$ cat src/rtl/nest_intc_pkg.sv
package nest_intc_pkg;
  localparam int unsigned LEVELS = 8;
  localparam int unsigned LVL_W  = $clog2(LEVELS);

  typedef logic [LEVELS-1:0] lvl_vec_t;
  typedef logic [LVL_W-1:0]  lvl_idx_t;

  // Keep only the lowest set bit (the most urgent level).
  function automatic lvl_vec_t lowest_bit(input lvl_vec_t v);
    return v & (~v + lvl_vec_t'(1));
  endfunction

  // Index of the single set bit of a one-hot vector (0 when empty).
  function automatic lvl_idx_t oh_to_idx(input lvl_vec_t oh);
    lvl_idx_t r;
    r = '0;
    for (int i = 0; i < LEVELS; i++) begin
      if (oh[i]) r = r | lvl_idx_t'(i);
    end
    return r;
  endfunction

  // A one-hot candidate outranks a one-hot ceiling when the ceiling is empty
  // or the candidate sits at a lower index.
  function automatic logic outranks(input lvl_vec_t cand, input lvl_vec_t ceil);
    return (|cand) && ((ceil == '0) || (cand < ceil));
  endfunction
endpackage

$ cat src/rtl/irq_capture.sv
module irq_capture
  import nest_intc_pkg::*;
(
  input  logic     clk,
  input  logic     rst_n,
  input  lvl_vec_t irq_in,
  input  lvl_vec_t take_oh,
  output lvl_vec_t pend_q,
  output lvl_vec_t rise
);
  lvl_vec_t irq_d;

  assign rise = irq_in & ~irq_d;

  always_ff @(posedge clk) begin
    if (!rst_n) begin
      irq_d  <= '0;
      pend_q <= '0;
    end else begin
      irq_d  <= irq_in;
      // a fresh edge wins over the acknowledge clear of the same level
      pend_q <= (pend_q & ~take_oh) | rise;
    end
  end

  assert_edge_sets_pend_R2: assert property (@(posedge clk) disable iff (!rst_n)
    (rise != '0) |=> ((pend_q & $past(rise)) == $past(rise)));
endmodule

$ cat src/rtl/prio_resolver.sv
module prio_resolver
  import nest_intc_pkg::*;
(
  input  lvl_vec_t pend,
  input  lvl_vec_t mask,
  input  lvl_vec_t svc_top,
  output lvl_vec_t win_oh,
  output lvl_idx_t win_idx,
  output logic     eligible
);
  lvl_vec_t live;

  assign live     = pend & ~mask;
  assign win_oh   = lowest_bit(live);
  assign win_idx  = oh_to_idx(win_oh);
  assign eligible = outranks(win_oh, svc_top);
endmodule

$ cat src/rtl/svc_tracker.sv
module svc_tracker
  import nest_intc_pkg::*;
(
  input  logic     clk,
  input  logic     rst_n,
  input  lvl_vec_t enter_oh,
  input  logic     retire,
  output lvl_vec_t svc_q,
  output lvl_vec_t top_oh
);
  lvl_vec_t retire_oh;

  assign top_oh    = lowest_bit(svc_q);
  assign retire_oh = retire ? top_oh : '0;

  always_ff @(posedge clk) begin
    if (!rst_n) svc_q <= '0;
    else        svc_q <= (svc_q & ~retire_oh) | enter_oh;
  end

  assert_eoi_retires_one_R8: assert property (@(posedge clk) disable iff (!rst_n)
    (retire && svc_q != '0 && enter_oh == '0)
      |=> ($countones(svc_q) + 1 == $countones($past(svc_q))));
  assert_eoi_empty_noop_R8: assert property (@(posedge clk) disable iff (!rst_n)
    (retire && svc_q == '0 && enter_oh == '0) |=> (svc_q == '0));
endmodule

$ cat src/rtl/nest_intc.sv
module nest_intc
  import nest_intc_pkg::*;
#(
  parameter int unsigned ADDR_W = 2,
  parameter int unsigned DATA_W = 8
) (
  input  logic              clk,
  input  logic              rst_n,
  input  logic [LEVELS-1:0] irq_in,
  input  logic              int_ack,
  input  logic              cfg_we,
  input  logic [ADDR_W-1:0] cfg_addr,
  input  logic [DATA_W-1:0] cfg_wdata,
  output logic              int_req,
  output logic [DATA_W-1:0] vec_out,
  output logic              vec_valid
);
  localparam int unsigned BASE_W = DATA_W - LVL_W;
  localparam logic [ADDR_W-1:0] A_MASK = ADDR_W'(0);
  localparam logic [ADDR_W-1:0] A_BASE = ADDR_W'(1);
  localparam logic [ADDR_W-1:0] A_EOI  = ADDR_W'(2);

  lvl_vec_t          mask_q, pend_q, rise, svc_q, svc_top, win_oh, take_oh;
  lvl_idx_t          win_idx;
  logic [BASE_W-1:0] base_q;
  logic              eligible, ack_fire, eoi_cmd;

  assign ack_fire = int_ack && eligible;
  assign take_oh  = ack_fire ? win_oh : '0;
  assign eoi_cmd  = cfg_we && (cfg_addr == A_EOI);
  assign int_req  = eligible;

  irq_capture u_cap (
    .clk(clk), .rst_n(rst_n), .irq_in(irq_in), .take_oh(take_oh),
    .pend_q(pend_q), .rise(rise)
  );

  prio_resolver u_res (
    .pend(pend_q), .mask(mask_q), .svc_top(svc_top),
    .win_oh(win_oh), .win_idx(win_idx), .eligible(eligible)
  );

  svc_tracker u_svc (
    .clk(clk), .rst_n(rst_n), .enter_oh(take_oh), .retire(eoi_cmd),
    .svc_q(svc_q), .top_oh(svc_top)
  );

  always_ff @(posedge clk) begin
    if (!rst_n) begin
      mask_q <= '0;
      base_q <= '0;
    end else if (cfg_we) begin
      if (cfg_addr == A_MASK) mask_q <= cfg_wdata[LEVELS-1:0];
      if (cfg_addr == A_BASE) base_q <= cfg_wdata[DATA_W-1:LVL_W];
    end
  end

  always_ff @(posedge clk) begin
    if (!rst_n) begin
      vec_out   <= '0;
      vec_valid <= 1'b0;
    end else begin
      vec_valid <= ack_fire;
      if (ack_fire) vec_out <= {base_q, win_idx};
    end
  end

  assert_win_onehot_R4: assert property (@(posedge clk) disable iff (!rst_n)
    $onehot0(win_oh));
  assert_win_unmasked_R3: assert property (@(posedge clk) disable iff (!rst_n)
    ((win_oh & mask_q) == '0));
  assert_int_outranks_svc_R4: assert property (@(posedge clk) disable iff (!rst_n)
    int_req |-> ((svc_q & ((win_oh << 1) - lvl_vec_t'(1))) == '0));
  assert_vec_follows_ack_R5: assert property (@(posedge clk) disable iff (!rst_n)
    vec_valid |-> $past(ack_fire));
  assert_ack_enters_svc_R5: assert property (@(posedge clk) disable iff (!rst_n)
    ack_fire |=> ((svc_q & $past(win_oh)) == $past(win_oh)));
  assert_ack_clears_pend_R5: assert property (@(posedge clk) disable iff (!rst_n)
    (ack_fire && ((rise & win_oh) == '0)) |=> ((pend_q & $past(win_oh)) == '0));
  assert_idle_ack_noop_R7: assert property (@(posedge clk) disable iff (!rst_n)
    (int_ack && !int_req && !eoi_cmd) |=> ($stable(svc_q) && !vec_valid));
endmodule

$ cat config.mk
export PLATFORM = sky130hd
export DESIGN_NAME = nest_intc
export DESIGN_NICKNAME = d
export VERILOG_FILES = /design/src/rtl/nest_intc_pkg.sv /design/src/rtl/irq_capture.sv /design/src/rtl/prio_resolver.sv /design/src/rtl/svc_tracker.sv /design/src/rtl/nest_intc.sv
export SDC_FILE = /design/constraint.sdc
export NUM_CORES = 1
export LEC_CHECK = 0
export ABC_AREA = 1
export BUFFER_PORTS_ARGS = -buffer_cell sky130_fd_sc_hd__buf_2
export CAP_MARGIN = 20
export CORE_ASPECT_RATIO = 0.6
export CORE_MARGIN = 2
export CORE_UTILIZATION = 40
export CTS_BUF_LIST = sky130_fd_sc_hd__clkbuf_4 sky130_fd_sc_hd__clkbuf_8 sky130_fd_sc_hd__clkbuf_16
export DETAILED_ROUTE_END_ITERATION = 7
export HOLD_SLACK_MARGIN = 0.1
export PLACE_DENSITY = 0.69
export SYNTH_ARGS = -nofsm -noshare
export SYNTH_HDL_FRONTEND = slang
export SYNTH_SLANG_ARGS = --single-unit
$ cat constraint.sdc
create_clock -name clk -period 5.83 [get_ports clk]
set_input_delay 0.2915 -clock clk [delete_from_list [all_inputs] [get_ports clk]]
set_output_delay 0.2915 -clock clk [all_outputs]
set_load 0.05 [all_outputs]
======== Word-level counts from Yosys, hierarchy flattened ========
Cells that the tools add are included.
operators by class
  add/sub/neg operators ................... 2
  $lt $le $gt $ge ......................... 1
  equality and inequality tests ........... 2
  mux-type cells .......................... 9
  bitwise operators ....................... 14
  reduce and logical (&&, ||, !) cells .... 9
operators with widths
  kind                                                 number
  bitwise AND 8 bit                                    6
  inverter 8 bit                                       6
  adder 8 x 1 -> 8 bit, second input constant          2
  2-to-1 mux 8 bit                                     2
  OR 8 bit                                             2
  2-to-1 mux 3 bit                                     4
  zero test 8 bit                                      1
  < comparator 8 bit                                   1
  OR reduction 8 bit                                   1
  2-to-1 mux 2 bit                                     2
  AND reduction 2 bit                                  2
  logical AND 1 bit                                    3
  equality test 2 x 1 -> 1 bit, second input constant  1
  equality test 2 bit, second input constant           1
  zero test 2 bit                                      1
  logical OR 1 bit                                     1
  2-to-1 mux 1 bit                                     1
storage, ports and cells
  bits in registers ....................... 46
  bits of input ports ..................... 22
  output and inout port bits .............. 10
  word-level logic and storage cells ...... 44

======== Logic depth before layout (Yosys ltp) ========
Gate-level depths: netlist (run 1).
  depth in word-level cells ............... 13
  gate-level depth with buffers ........... 16
  mapped depth without buffers ............ 16

======== By module ========
Synthesis (run 1) repeated with hierarchy kept, for this count alone.
unflattened totals
  cells, all modules ...................... 362
  area, all modules ....................... 2437.3 sq um
modules (own cells, without submodules)
  module         instances  cells each  area an instance (sq um)  seq. area each (sq um)
  nest_intc      1          142         953.4                     440.4
  irq_capture    1          82          620.6                     320.3
  prio_resolver  1          80          467.9                     0.0
  svc_tracker    1          58          395.4                     160.2

======== Least setup slack after synthesis (run 1) ========
OpenSTA, ideal clock, no wires.
  kind .................................... flip-flop to output port
  from .................................... register u_cap.pend_q[5]
  to ...................................... output port int_req
  data arrival time ....................... 2078 ps
  required time ........................... 5538 ps
  slack ................................... 3461 ps
  stages on the path, launching flop included .. 11
  path buffers ............................ 1
  cells stage by stage .................... dfxtp_1 -> inv_1 -> o21ai_0 -> nor2_8 -> ha_1 -> a21oi_1 -> o21a_1 -> nand2_1 -> nand2_4 -> buf_8 -> and2_2
on the way
  longest elaborated chain between the ends .. 7
  elaborated cells between the ends (all ways) .. 8
  classes of those cells .................. 1 x add/sub; 1 x order compare; 3 x bitwise; 3 x reduce/logical
ends and longest elaborated chain
  element                   line                 RTL
  start: declaration        irq_capture.sv:8     output lvl_vec_t pend_q,
  start signal: assignment  irq_capture.sv:22    pend_q <= (pend_q & ~take_oh) | rise;
  bitwise AND 8 bit *       prio_resolver.sv:13  assign live = pend & ~mask;
  inverter 8 bit            nest_intc_pkg.sv:10  return v & (~v + lvl_vec_t'(1));
  adder 8 x 1 -> 8 bit      nest_intc_pkg.sv:10
  bitwise AND 8 bit *       nest_intc_pkg.sv:10
  < comparator 8 bit        nest_intc_pkg.sv:26  return (|cand) && ((ceil == '0) || (cand < ceil));
  logical OR 1 bit          nest_intc_pkg.sv:26
  logical AND 1 bit *       nest_intc_pkg.sv:26
  end: declaration          nest_intc.sv:14      output logic int_req,
Mark *: on every way between the ends. The rest lies on a longest branch, timed or not.

======== Final worst setup path (run 1) ========
  from .................................... register mask_q[6]
  to ...................................... output port int_req
on the way
  longest elaborated chain between the ends .. 8
  elaborated cells between the ends (all ways) .. 9
  classes of those cells .................. 1 x add/sub; 1 x order compare; 4 x bitwise; 3 x reduce/logical
ends and longest elaborated chain
  element                   line                 RTL
  start: declaration        nest_intc.sv:23      lvl_vec_t mask_q, pend_q, rise, svc_q, svc_top, win_oh, take_oh;
  start signal: assignment  nest_intc.sv:53      if (cfg_addr == A_MASK) mask_q <= cfg_wdata[LEVELS-1:0];
  inverter 8 bit *          prio_resolver.sv:13
  bitwise AND 8 bit *       prio_resolver.sv:13
  inverter 8 bit            nest_intc_pkg.sv:10
  adder 8 x 1 -> 8 bit      nest_intc_pkg.sv:10
  bitwise AND 8 bit *       nest_intc_pkg.sv:10
  < comparator 8 bit        nest_intc_pkg.sv:26
  logical OR 1 bit          nest_intc_pkg.sv:26
  logical AND 1 bit *       nest_intc_pkg.sv:26
Marked as above.

==> results.toml, run 1 <==
[power]
p_total_mw = 0.798
pwr-share-comb_pct = 31.4
pwr-share-clk_pct = 24.2
p_int_mw = 0.501
switching_share_pct = 37.3
power_frac_seq_pct = 44.5
cellLeakagePower_nw = 1.35
p_per_area_nw_per_um2 = 307
power.switching_mw = 0.298
peakVddDrop_mv = 0.0978

[min_path]
hold_path.startpoint = "irq_in[2]"
hold_path.class = "input port to flip-flop"
min_to = "u_cap.irq_d[2]$_SDFF_PN0_"
hold_path_depth = 3

[setup_path]
rr_startpoint = "mask_q[6]$_SDFFE_PN0P_"
critPathMaxStageDelay_ns = 0.39
regToRegSetupSlack_ns = 3.43
crit_path_end_kind = "primary output"
startpoint_type = "flip-flop"
worstPathArrival_ns = 2.65
critical_path_class = "flip-flop to primary output"
worstPathMaxFanout = 18
crit_path_frequent_cell = "nor2_1"
r2r_cells = 13
critPathSlowestCell = "dfxtp_1"
crit_chain = "nor2_1 > nor2_1 > o21ai_0 > nor2_8 > ha_1 > a21oi_1 > o21a_1 > nand2_1 > nand2_4 > and2_2 > buf_2"
r2r_end = "vec_out[0]$_SDFFE_PN0N_"
required_ns = 5.54

[detailed_routing]
vias = 1987
dr_wl_met2_mm = 1.84
routed_wl_mm = 4.66
drc = 0
route.met3.wl_um = 322
first_pass_iters = 4
ant_nets = 0
drt_first_iter_violations = 60
highest_layer = "met4"
met1Wirelength_mm = 2.46
wire_per_inst_um = 10.8
viasPerCell = 4.62

[logic_synthesis]
yosys.area.top_type_share_pct = 39.8
synth.area.top_cells = "dfxtp_1 (40%), nand2_1 (12%), inv_1 (10%)"
syn_inst = 320
synth-edff-count = 0
syn_area_per_cell_um2 = 7.23
async_reset_ff_share_pct = 0
synth_cell_types = 32
yosysTopAreaCell = "dfxtp_1"
syn-num-nets = 349
synth_ff_type = "dfxtp_1"
yosys_warnings = 0
ys_seq_elements = 46
ys_seq_area_share_pct = 39.8
syn_area_um2 = 2310

[floorplan]
io_pins = 32
start_util_pct = 41.5
rows = 21
core_um2 = 5570
die_w_um = 102
die_h_um = 62.9
die-area_um2 = 6420

[place]
port_buffers = 31
pre_cts_ws_ns = 3.25
post-place-cells = 422
place_congestion = 0.812
dpl.hpwl_mm = 3.60

[grt]
grt_pass1_wl_mm = 8.16
grt_max_degree = 39
first_global_vias = 1847
antenna_found_initial = 0
track_usage_pct = 16.0
grt_overflow_total = 0

[clock_network]
path_clk_slew_ns = 0.09
cts_tree = "built"
cts_resized = 0
ctsHoldBuffers = 0
clock_latency_ns = 0.30
cts_setup_buffers = 0
cts.sinks = 46
cts_max_level = 2
root_buffer = "clkbuf_8"
cts_buffers = 5
clockBufferDepth = 2

[sta]
slew_violations = 0
tns_ns = 0
setup_viol = 0
fmax_ghz = 0.340
relSlewSlack_pct = 55.7
tightestPinTransition_ns = 0.665
rsz0062_at_grt = "no"
layout_min_cycle_time_ns = 2.94
min_period_over_period_pct = 50.5
layout_setup_ws_ns = 2.89
skew_ns = 0.0124
finalHoldViolations = 0

[outcome]
status = "completed"

[layout]
area_growth_pct = 12.3
drive_gt1_share_pct = 19.1
fin_cells = 430
antenna_cells = 0
final_nets = 378

[run]
cap_viol_max_count = 0
## sequential cells by signal, indices dropped and copies added (netlist names)
name and flops:
u_cap.irq_d 8, mask_q 8, vec_valid 1, u_cap.pend_q 8, vec_out 8, base_q 5
u_svc.svc_q 8
## cell usage after synthesis (2+ instances only)
cell type	count
nand2_1	74
inv_1	62
dfxtp_1	46
nor2_1	28
a21oi_1	20
o21ai_0	20
nand4_1	15
or2_2	8
ha_1	7
nand2_2	7
clkbuf_1	4
nand3_1	4
nor3_1	3
buf_6	2
nand3_4	2
nor2_8	2
## logic make-up after synthesis
kind of cell / count (synthesis) / share of synthesized area, %
AOI/OAI and AO/OA: 44 / 10.3
adders and majority gates: 7 / 3.79
and+or+nand+nor: 151 / 33.2
DFF: 46 / 39.8
buffers and inverters: 72 / 12.9
## power by group through the flow
stage	clock (mW)	sequential [mW]	combinational [mW]
after floorplan	0	0.400	0.169
after global placement	0	0.361	0.246
after detailed placement	0	0.362	0.250
after CTS	0.202	0.355	0.251
after global routing	0.219	0.359	0.282
final	0.193	0.355	0.250
## worst max path at each step
stage | from | endpoint | slack [ns] | depth (start not counted)
6_report | mask_q[6]$_SDFFE_PN0P_ | int_req | 2.89 | 11
5_1_grt | mask_q[3]$_SDFFE_PN0P_ | int_req | 2.73 | 13
4_1_cts | mask_q[0]$_SDFFE_PN0P_ | int_req | 2.90 | 13
3_5_place_dp | mask_q[0]$_SDFFE_PN0P_ | int_req | 3.25 | 13
3_3_place_gp | mask_q[6]$_SDFFE_PN0P_ | int_req | 3.28 | 11
2_1_floorplan | u_cap.pend_q[5]$_SDFF_PN0_ | int_req | 3.46 | 10
## worst max-delay path, delay by kind of cell (launching register included)
family / cells / cell delay, ns
buf+inv: 1 / 0.25
compound gates: 3 / 0.54
simple gates: 6 / 0.89
fa+ha+maj: 1 / 0.27
flops: 1 / 0.39
## per-layer routing
metal	global-route usage [%]	vias up
li1	-	1049
met1	23.2	877
met2	23.4	56
met3	4.25	5
met4	4.00	0
met5	0	-
## layout by cell type, fill, tap and decap left out, types with 2 or more instances in the layout
cell / n
a21oi_1: 20
buf_2: 31
clkbuf_8: 5
dfxtp_1: 46
ha_1: 7
inv_1: 62
nand2_1: 74
nand2_2: 7
nand3_1: 4
nand3_4: 2
nand4_1: 15
nor2_1: 28
nor2_8: 2
nor3_1: 3
o21ai_0: 20
or2_2: 8
## area by class of cell
| type | count | area (um^2) |
|---|---|---|
| clock buffer | 5 | 68.8 |
| clock inverter | 3 | 21.3 |
| fill | 580 | 2970 |
| inverter | 63 | 236 |
| multi-input combinational | 202 | 1090 |
| sequential | 46 | 921 |
| tap | 80 | 100 |
| timing repair buffer | 31 | 155 |
## per-stage QoR
step                cell area [um^2]  util, %  hold slack, ns
finish                          2600     46.6           0.182
global route                    2600     46.6           0.179
CTS                             2600     46.6           0.171
detailed placement              2510     45.0           0.448
global placement                2510     45.0           0.441
floorplan                       2310        -           0.396
Power figures use the tool's default switching activity.
==> run 2: changes to the inputs <==
clock period = 3 ns   (was 5.83 ns; I/O delays follow)
==> results.toml, run 2 (synthesized netlist as in run 1, its figures left out) <==
[sta]
layout_min_cycle_time_ns = 2.79
tightestPinTransition_ns = 0.667
timing.hold.ws_ns = 0.119
rsz0062_at_grt = "no"
tns_ns = 0
min_period_over_period_pct = 92.9
finalHoldViolations = 0
slew_violations = 0
fmax_ghz = 0.359
setup_viol = 0
relSlewSlack_pct = 55.5
skew_ns = 0.0142

[grt]
grt_overflow_total = 0
track_usage_pct = 16.7
grt_max_degree = 39
first_global_vias = 1895
grt_pass1_wl_mm = 8.54
antenna_found_initial = 0

[layout]
fillCellCount = 566
area_growth_pct = 16.6
final_common_cell = "nand2_1"
antenna_cells = 0
drive_gt1_share_pct = 18.6
final_cell_mix = "nand2_1 (74), inv_1 (62), dfxtp_1 (46), buf_2 (31), nor2_1 (28)"
final_nets = 388

[clock_network]
cts_max_level = 2
root_buffer = "clkbuf_8"
cts.sinks = 46
clockBufferDepth = 2
path_clk_slew_ns = 0.10
cts_tree = "built"
clock_latency_ns = 0.31
cts_buffers = 5
cts_setup_buffers = 0

[detailed_routing]
vias = 1995
first_pass_iters = 4
drc = 0
routed_wl_mm = 4.80
viasPerCell = 4.53
drt_first_iter_violations = 56
wire_per_inst_um = 10.9
ant_nets = 0

[run]
cap_viol_max_count = 0

[floorplan]
core_um2 = 5570
io_pins = 32
die_w_um = 102
die-area_um2 = 6420
die_h_um = 62.9
start_util_pct = 41.5
rows = 21

[setup_path]
critPathSlowestCell = "dfxtp_1"
startpoint_type = "flip-flop"
crit_path_frequent_cell = "nor2_1"
worstPathMaxFanout = 18
critPathBufInv = 1
crit_path_end_kind = "primary output"
worstPathArrival_ns = 2.64
crit_chain = "nor2_1 > nor2_1 > o21ai_0 > nor2_8 > ha_1 > a21oi_1 > o21a_1 > nand2_1 > nand2_4 > and2_2 > buf_2"
cpLargestDelayFamily = "simple AND/OR/NAND/NOR gates"
critical_path_class = "flip-flop to primary output"
required_ns = 2.85
critPathMaxStageDelay_ns = 0.39

[place]
dpl.hpwl_mm = 3.58
place_congestion = 0.812
port_buffers = 31

[power]
p_per_area_nw_per_um2 = 581
cellLeakagePower_nw = 1.39
peakVddDrop_mv = 0.220

[outcome]
status = "completed"

[min_path]
hold_path.class = "input port to flip-flop"
-- run 2: where the power goes --
| part | switching [mW] | leakage, nW | internal [mW] |
|---|---|---|---|
| combinational | 0.343 | 0.964 | 0.153 |
| clock | 0.217 | 0.0441 | 0.164 |
| sequential | 0.0256 | 0.379 | 0.664 |
-- run 2: timing repair --
action	CTS	global route
setup endpoints to repair	0	0
hold endpoints to repair	10	0
resized for setup	0	0
hold buffers	10	0
-- run 2: worst min-delay path: cells and delay by family --
kind,cells,cell delay [ns]
AND/OR/NAND/NOR,2,0.14
buffers and inverters,1,0.09
-- run 2: final timing paths --
path                               start                 endpoint  slack (ns)  depth (start not counted)
setup / recovery  mask_q[6]$_SDFFE_PN0P_                  int_req        0.21                         11
hold / removal              cfg_wdata[5]   mask_q[5]$_SDFFE_PN0P_        0.12                          3
setup reg to reg  mask_q[6]$_SDFFE_PN0P_  vec_out[0]$_SDFFE_PN0N_        0.63                         13
hold reg to reg   base_q[4]$_SDFFE_PN0P_   base_q[4]$_SDFFE_PN0P_        0.46                          2
-- run 2: metal layers --
layer	share of wire (%)	track usage [%]	vias up
li1	-	-	1071
met1	55	24.6	883
met2	40	24.4	33
met3	3.8	4.14	8
met4	1.2	4.00	0
met5	0	0	-
-- run 2: area by class of cell --
type	instances	area, um^2	share of cell area (%)
inverter	63	236	8.77
clock inverter	3	21.3	0.789
clock buffer	5	68.8	2.55
multi-input combinational	202	1090	40.6
sequential	46	921	34.2
tap	80	100	3.71
timing repair buffer	41	255	9.47
-- run 2: per-stage QoR --
stage               instance area (um^2)  util (%)  instances  total power, mW  worst slack [ns]
floorplan                           2310         -        320             1.11             0.772
finish                              2700      48.4        440             1.57             0.212
detailed placement                  2510      45.0        422             1.19             0.548
global route                        2700      48.4        440             1.69           0.00353
CTS                                 2700      48.4        440             1.59             0.198
global placement                    2510      45.0        422             1.18             0.595
